==> src/rtl/spi_regport.sv <==
module spi_regport #(
  parameter int ADDR_W = 6,
  parameter int DATA_W = 24
) (
  input  logic              clk,
  input  logic              rst_n,
  input  logic              spi_sclk,
  input  logic              spi_cs,
  input  logic              spi_mosi,
  output logic              spi_miso,
  output logic [ADDR_W-1:0] reg_addr,
  output logic [DATA_W-1:0] reg_wdata,
  output logic              reg_we,
  output logic              reg_re,
  input  logic [DATA_W-1:0] reg_rdata
);
  localparam int HDR_W   = ADDR_W + 1;
  localparam int FRAME_W = HDR_W + 1 + DATA_W;
  localparam int CNT_W   = $clog2(FRAME_W + 1) + 1;
  localparam logic [CNT_W-1:0] CNT_MAX  = '1;
  localparam logic [CNT_W-1:0] HDR_LAST = CNT_W'(HDR_W - 1);
  localparam logic [CNT_W-1:0] TX_FIRST = CNT_W'(HDR_W + 1);
  localparam logic [CNT_W-1:0] FULL_CNT = CNT_W'(FRAME_W);

  logic [2:0] sclk_p, cs_p;
  logic [1:0] mosi_p;
  logic [CNT_W-1:0]  cnt;
  logic [DATA_W-1:0] rx_sh, tx_sh;
  logic is_wr, cap;

  always_ff @(posedge clk) begin
    if (!rst_n) begin
      sclk_p <= '0;
      cs_p   <= '0;
      mosi_p <= '0;
    end else begin
      sclk_p <= {sclk_p[1:0], spi_sclk};
      cs_p   <= {cs_p[1:0], spi_cs};
      mosi_p <= {mosi_p[0], spi_mosi};
    end
  end

  wire cs_s   = cs_p[1];
  wire cs_q   = cs_p[2];
  wire mosi_s = mosi_p[1];
  wire rise   = cs_s & sclk_p[1] & ~sclk_p[2];
  wire fall   = cs_s & ~sclk_p[1] & sclk_p[2];
  wire start  = cs_s & ~cs_q;
  wire stop   = ~cs_s & cs_q;

  always_ff @(posedge clk) begin
    if (!rst_n) begin
      cnt       <= '0;
      rx_sh     <= '0;
      tx_sh     <= '0;
      is_wr     <= 1'b0;
      cap       <= 1'b0;
      spi_miso  <= 1'b0;
      reg_addr  <= '0;
      reg_wdata <= '0;
      reg_we    <= 1'b0;
      reg_re    <= 1'b0;
    end else begin
      reg_we <= 1'b0;
      reg_re <= 1'b0;
      cap    <= reg_re;
      if (cap) tx_sh <= reg_rdata;
      if (start) begin
        cnt      <= '0;
        is_wr    <= 1'b0;
        spi_miso <= 1'b0;
      end else if (!cs_s) begin
        spi_miso <= 1'b0;
      end
      if (rise) begin
        rx_sh <= {rx_sh[DATA_W-2:0], mosi_s};
        if (cnt != CNT_MAX) cnt <= cnt + 1'b1;
        if (cnt == HDR_LAST) begin
          is_wr    <= rx_sh[ADDR_W-1];
          reg_addr <= {rx_sh[ADDR_W-2:0], mosi_s};
          reg_re   <= ~rx_sh[ADDR_W-1];
        end
      end
      if (fall) begin
        if (!is_wr && cnt >= TX_FIRST && cnt < FULL_CNT) begin
          spi_miso <= tx_sh[DATA_W-1];
          tx_sh    <= {tx_sh[DATA_W-2:0], 1'b0};
        end else begin
          spi_miso <= 1'b0;
        end
      end
      if (stop && is_wr && cnt == FULL_CNT) begin
        reg_we    <= 1'b1;
        reg_wdata <= rx_sh;
      end
    end
  end

  a_r3_strobes_exclusive: assert property (@(posedge clk) disable iff (!rst_n)
    !(reg_we && reg_re));
  a_r3_we_needs_full_frame: assert property (@(posedge clk) disable iff (!rst_n)
    reg_we |-> $past(cnt == FULL_CNT) && !cs_q);
  a_r5_re_single_cycle: assert property (@(posedge clk) disable iff (!rst_n)
    reg_re |=> !reg_re);
  a_r7_idle_quiet: assert property (@(posedge clk) disable iff (!rst_n)
    !cs_q |-> !spi_miso);
  a_r7_header_quiet: assert property (@(posedge clk) disable iff (!rst_n)
    (cs_s && !start && cnt <= TX_FIRST - 1'b1) |-> !spi_miso);
  a_r7_write_quiet: assert property (@(posedge clk) disable iff (!rst_n)
    (cs_s && is_wr) |-> !spi_miso);
endmodule

==> config.mk <==
export PLATFORM = sky130hd
export DESIGN_NAME = spi_regport
export DESIGN_NICKNAME = d
export VERILOG_FILES = /design/src/rtl/spi_regport.sv
export SDC_FILE = /design/constraint.sdc
export NUM_CORES = 1
export LEC_CHECK = 0
export ABC_AREA = 1
export BUFFER_PORTS_ARGS = -buffer_cell sky130_fd_sc_hd__buf_4
export CAP_MARGIN = 20
export CORE_UTILIZATION = 50
export CTS_BUF_LIST = sky130_fd_sc_hd__clkbuf_4 sky130_fd_sc_hd__clkbuf_8
export CTS_CLUSTER_DIAMETER = 60
export CTS_CLUSTER_SIZE = 14
export DETAILED_ROUTE_END_ITERATION = 8
export GPL_TIMING_DRIVEN = 1
export PLACE_DENSITY_LB_ADDON = 0.15
export SYNTH_ARGS = -nofsm -noshare
export SYNTH_HDL_FRONTEND = slang
export SYNTH_SLANG_ARGS = --single-unit
export TNS_END_PERCENT = 5
==> constraint.sdc <==
create_clock -name clk -period 1.3 [get_ports clk]
set_input_delay 0.065 -clock clk [delete_from_list [all_inputs] [get_ports clk]]
set_output_delay 0.065 -clock clk [all_outputs]
set_load 0.05 [all_outputs]
==> results.json <==
{
  "area_growth_pct": 26.8,
  "drc": 0,
  "final_nets": 664,
  "h-tree-depth": 3,
  "via_per_inst": 5.03,
  "avgSynthCellArea_um2": 7.26,
  "period_minus_slack_ps": 1380,
  "ant_nets": 0,
  "synth_nets": 593,
  "synth_common_cells": "nand2_1 (116), dfxtp_1 (98), nor2_1 (88)",
  "synth_area_leaders": "dfxtp_1 (48%), nand2_1 (11%), nor2_1 (8.1%)",
  "max_freq_mhz": 723,
  "path_clk_slew_ps": 90,
  "maxSlewHeadroom_pct": 66.4,
  "clk_latency_ps": 360,
  "clock-root-buffer": "clkbuf_8",
  "hold_violations": 0,
  "p_per_area_mw_per_mm2": 1080,
  "violations": "negative setup slack",
  "synthArstFlopShare_pct": 0,
  "setup_viol": 7,
  "finalCritPeriodShare_pct": 106,
  "ys.flop_type": "dfxtp_1",
  "grtUsageTotal_pct": 22.1,
  "fin_tns_setup_ps": -441,
  "final_util_pct": 66.2,
  "ios": 62,
  "fillerInstances": 670,
  "hp-class": "in2reg",
  "status": "finished, violations left",
  "critPathMaxFanout": 7,
  "cts_tree": "done",
  "synth_edf_count": 0,
  "synth_cell_types": 26,
  "place_congestion": 0.836,
  "worst-setup-path-type": "reg2reg",
  "die_area_mm2": 0.00851,
  "tightest_slew_ps": 503,
  "start_kind": "flop",
  "routed-via-count": 3709,
  "layout-drive-gt1-share_pct": 23.7,
  "grt-ovfl-total": 0,
  "numPortBuffers": 61,
  "slew_violations": 0,
  "wl_per_cell_um": 12.3,
  "rsz0062_at_grt": "yes",
  "grt_max_degree": 49,
  "std_cell_rows": 32,
  "max_cap_violations": 0,
  "cts_buffer_depth": 2,
  "ys_seq_area_share_pct": 48.2,
  "dp_cells": 714,
  "antenna_found_initial": 0,
  "wirelength_um": 9080,
  "synthMostInstantiatedCell": "nand2_1",
  "ys.warnings.count": 0,
  "drtIter0Drc": 128,
  "ys_seq_elements": 98,
  "antennaDiodeCount": 0,
  "worst_slack_ps": -82.3,
  "endpoint_kind": "flop",
  "coreArea_mm2": 0.00781,
  "grt_pass1_wl_um": 15100,
  "irDropWorstVdd_v": 0.000637,
  "cp.required_ps": 1540,
  "skew_ps": 10.7,
  "synth_area_leader_cell": "dfxtp_1",
  "firstDrtPassIters": 5,
  "cts_sinks": 98,
  "synth_cells": 561,
  "netlist_area_mm2": 0.00407,
  "die_y_um": 92.3,
  "die_w_um": 92.3,
  "synth_top_area_share_pct": 48.2,
  "dp_hpwl_um": 5880,
  "finalNonFillerCells": 738,
  "power_mw": 5.56,
  "crit_arrival_ps": 1630,
  "p_leak_nw": 2.25,
  "cts_made_buffers": 9,
  "grt_pass1_vias": 3341,
  "start_util_pct": 52.2
}
==> cell type report <==
class / instances / area, um^2 / share of cell area (%)
Clock buffer: 9 / 124 / 2.40
Tap cell: 102 / 128 / 2.47
Timing Repair Buffer: 93 / 801 / 15.5
Multi-Input combinational cell: 372 / 1800 / 34.9
Clock inverter: 6 / 115 / 2.23
Sequential cell: 98 / 1970 / 38.2
Inverter: 58 / 223 / 4.31
==> where the power goes <==
group / internal [mW] / leakage (nW) / switching (mW) / total [mW]
Combinational: 0.104 / 1.34 / 0.114 / 0.219
Sequential: 3.02 / 0.794 / 0.0106 / 3.03
Clock: 1.28 / 0.116 / 1.03 / 2.31
Total: 4.40 / 2.25 / 1.16 / 5.56
==> final timing paths <==
path,start,end,slack [ps],cells past startpoint
setup / recovery,cnt[1],reg_addr[3],-80,7
hold / removal,reg_rdata[15],tx_sh[15],40,5
setup reg to reg,cnt[1],reg_addr[3],-80,7
hold reg to reg,mosi_p[0],mosi_p[1],420,2
==> cell families after synthesis <==
| group | after synthesis | share of synthesized area, % |
|---|---|---|
| AO/OA/AOI/OAI | 98 | 12.5 |
| buffers and inverters | 91 | 9.46 |
| flip-flops | 98 | 48.2 |
| AND/OR/NAND/NOR | 270 | 28.7 |
| multiplexers | 1 | 0.246 |
| adder cells (fa/ha/maj) | 3 | 0.921 |
==> worst max-delay path, stage by stage, from the launching register on <==
cell     delay [ps]
dfxtp_2         370
buf_4           120
ha_1            130
nand3_1         100
nor2_2          210
nand2_2         160
nand3_1         110
o21ai_0          80
==> cells in the final DEF, fill, tap and decap left out, types with 8 or more instances in the layout <==
| master | netlist | final |
|---|---|---|
| clkbuf_8 | 0 | 9 |
| buf_4 | 1 | 81 |
| dfxtp_1 | 98 | 92 |
| nor2_2 | 11 | 13 |
| nand2_2 | 2 | 8 |
| nand3_1 | 21 | 19 |
| inv_1 | 55 | 52 |
| a21oi_1 | 36 | 34 |
| nand4_1 | 25 | 25 |
| o21ai_0 | 54 | 43 |
| nand2_1 | 116 | 109 |
| nor2_1 | 88 | 85 |
| o21ai_1 | 0 | 9 |
==> flip-flops by register name, summed over array words and instances (netlist names) <==
register	cells
reg_addr	6
rx_sh	24
cs_p	3
reg_re	1
sclk_p	3
reg_wdata	24
reg_we	1
is_wr	1
tx_sh	24
cnt	7
mosi_p	2
spi_miso	1
cap	1
==> stage by stage <==
step                      area [um^2]  setup WS, ps  hold WS, ps
after detailed placement         4750          -137          250
final                            5170         -82.3         39.4
after global placement           4750         -57.7          250
after global routing             5170          -142         52.1
after floorplan                  4080         -25.5          163
after CTS                        5070        -0.358         31.6
==> routing by layer <==
layer  GRT usage, %  part of all wire, %
met1           29.7                   46
met2           36.6                   48
met3           3.32                  4.1
met4           7.03                  1.2
met5              0                    0
==> timing repair <==
action / in CTS / in global routing
setup buffers: 2 / 4
hold endpoints to repair: 3 / 0
endpoints found under the setup margin: 42 / 86
cloned: 0 / 0
hold buffers: 3 / 0
gates resized for setup: 14 / 32
pin swaps: 2 / 7
Note: power is estimated with default switching activity, not from simulation.
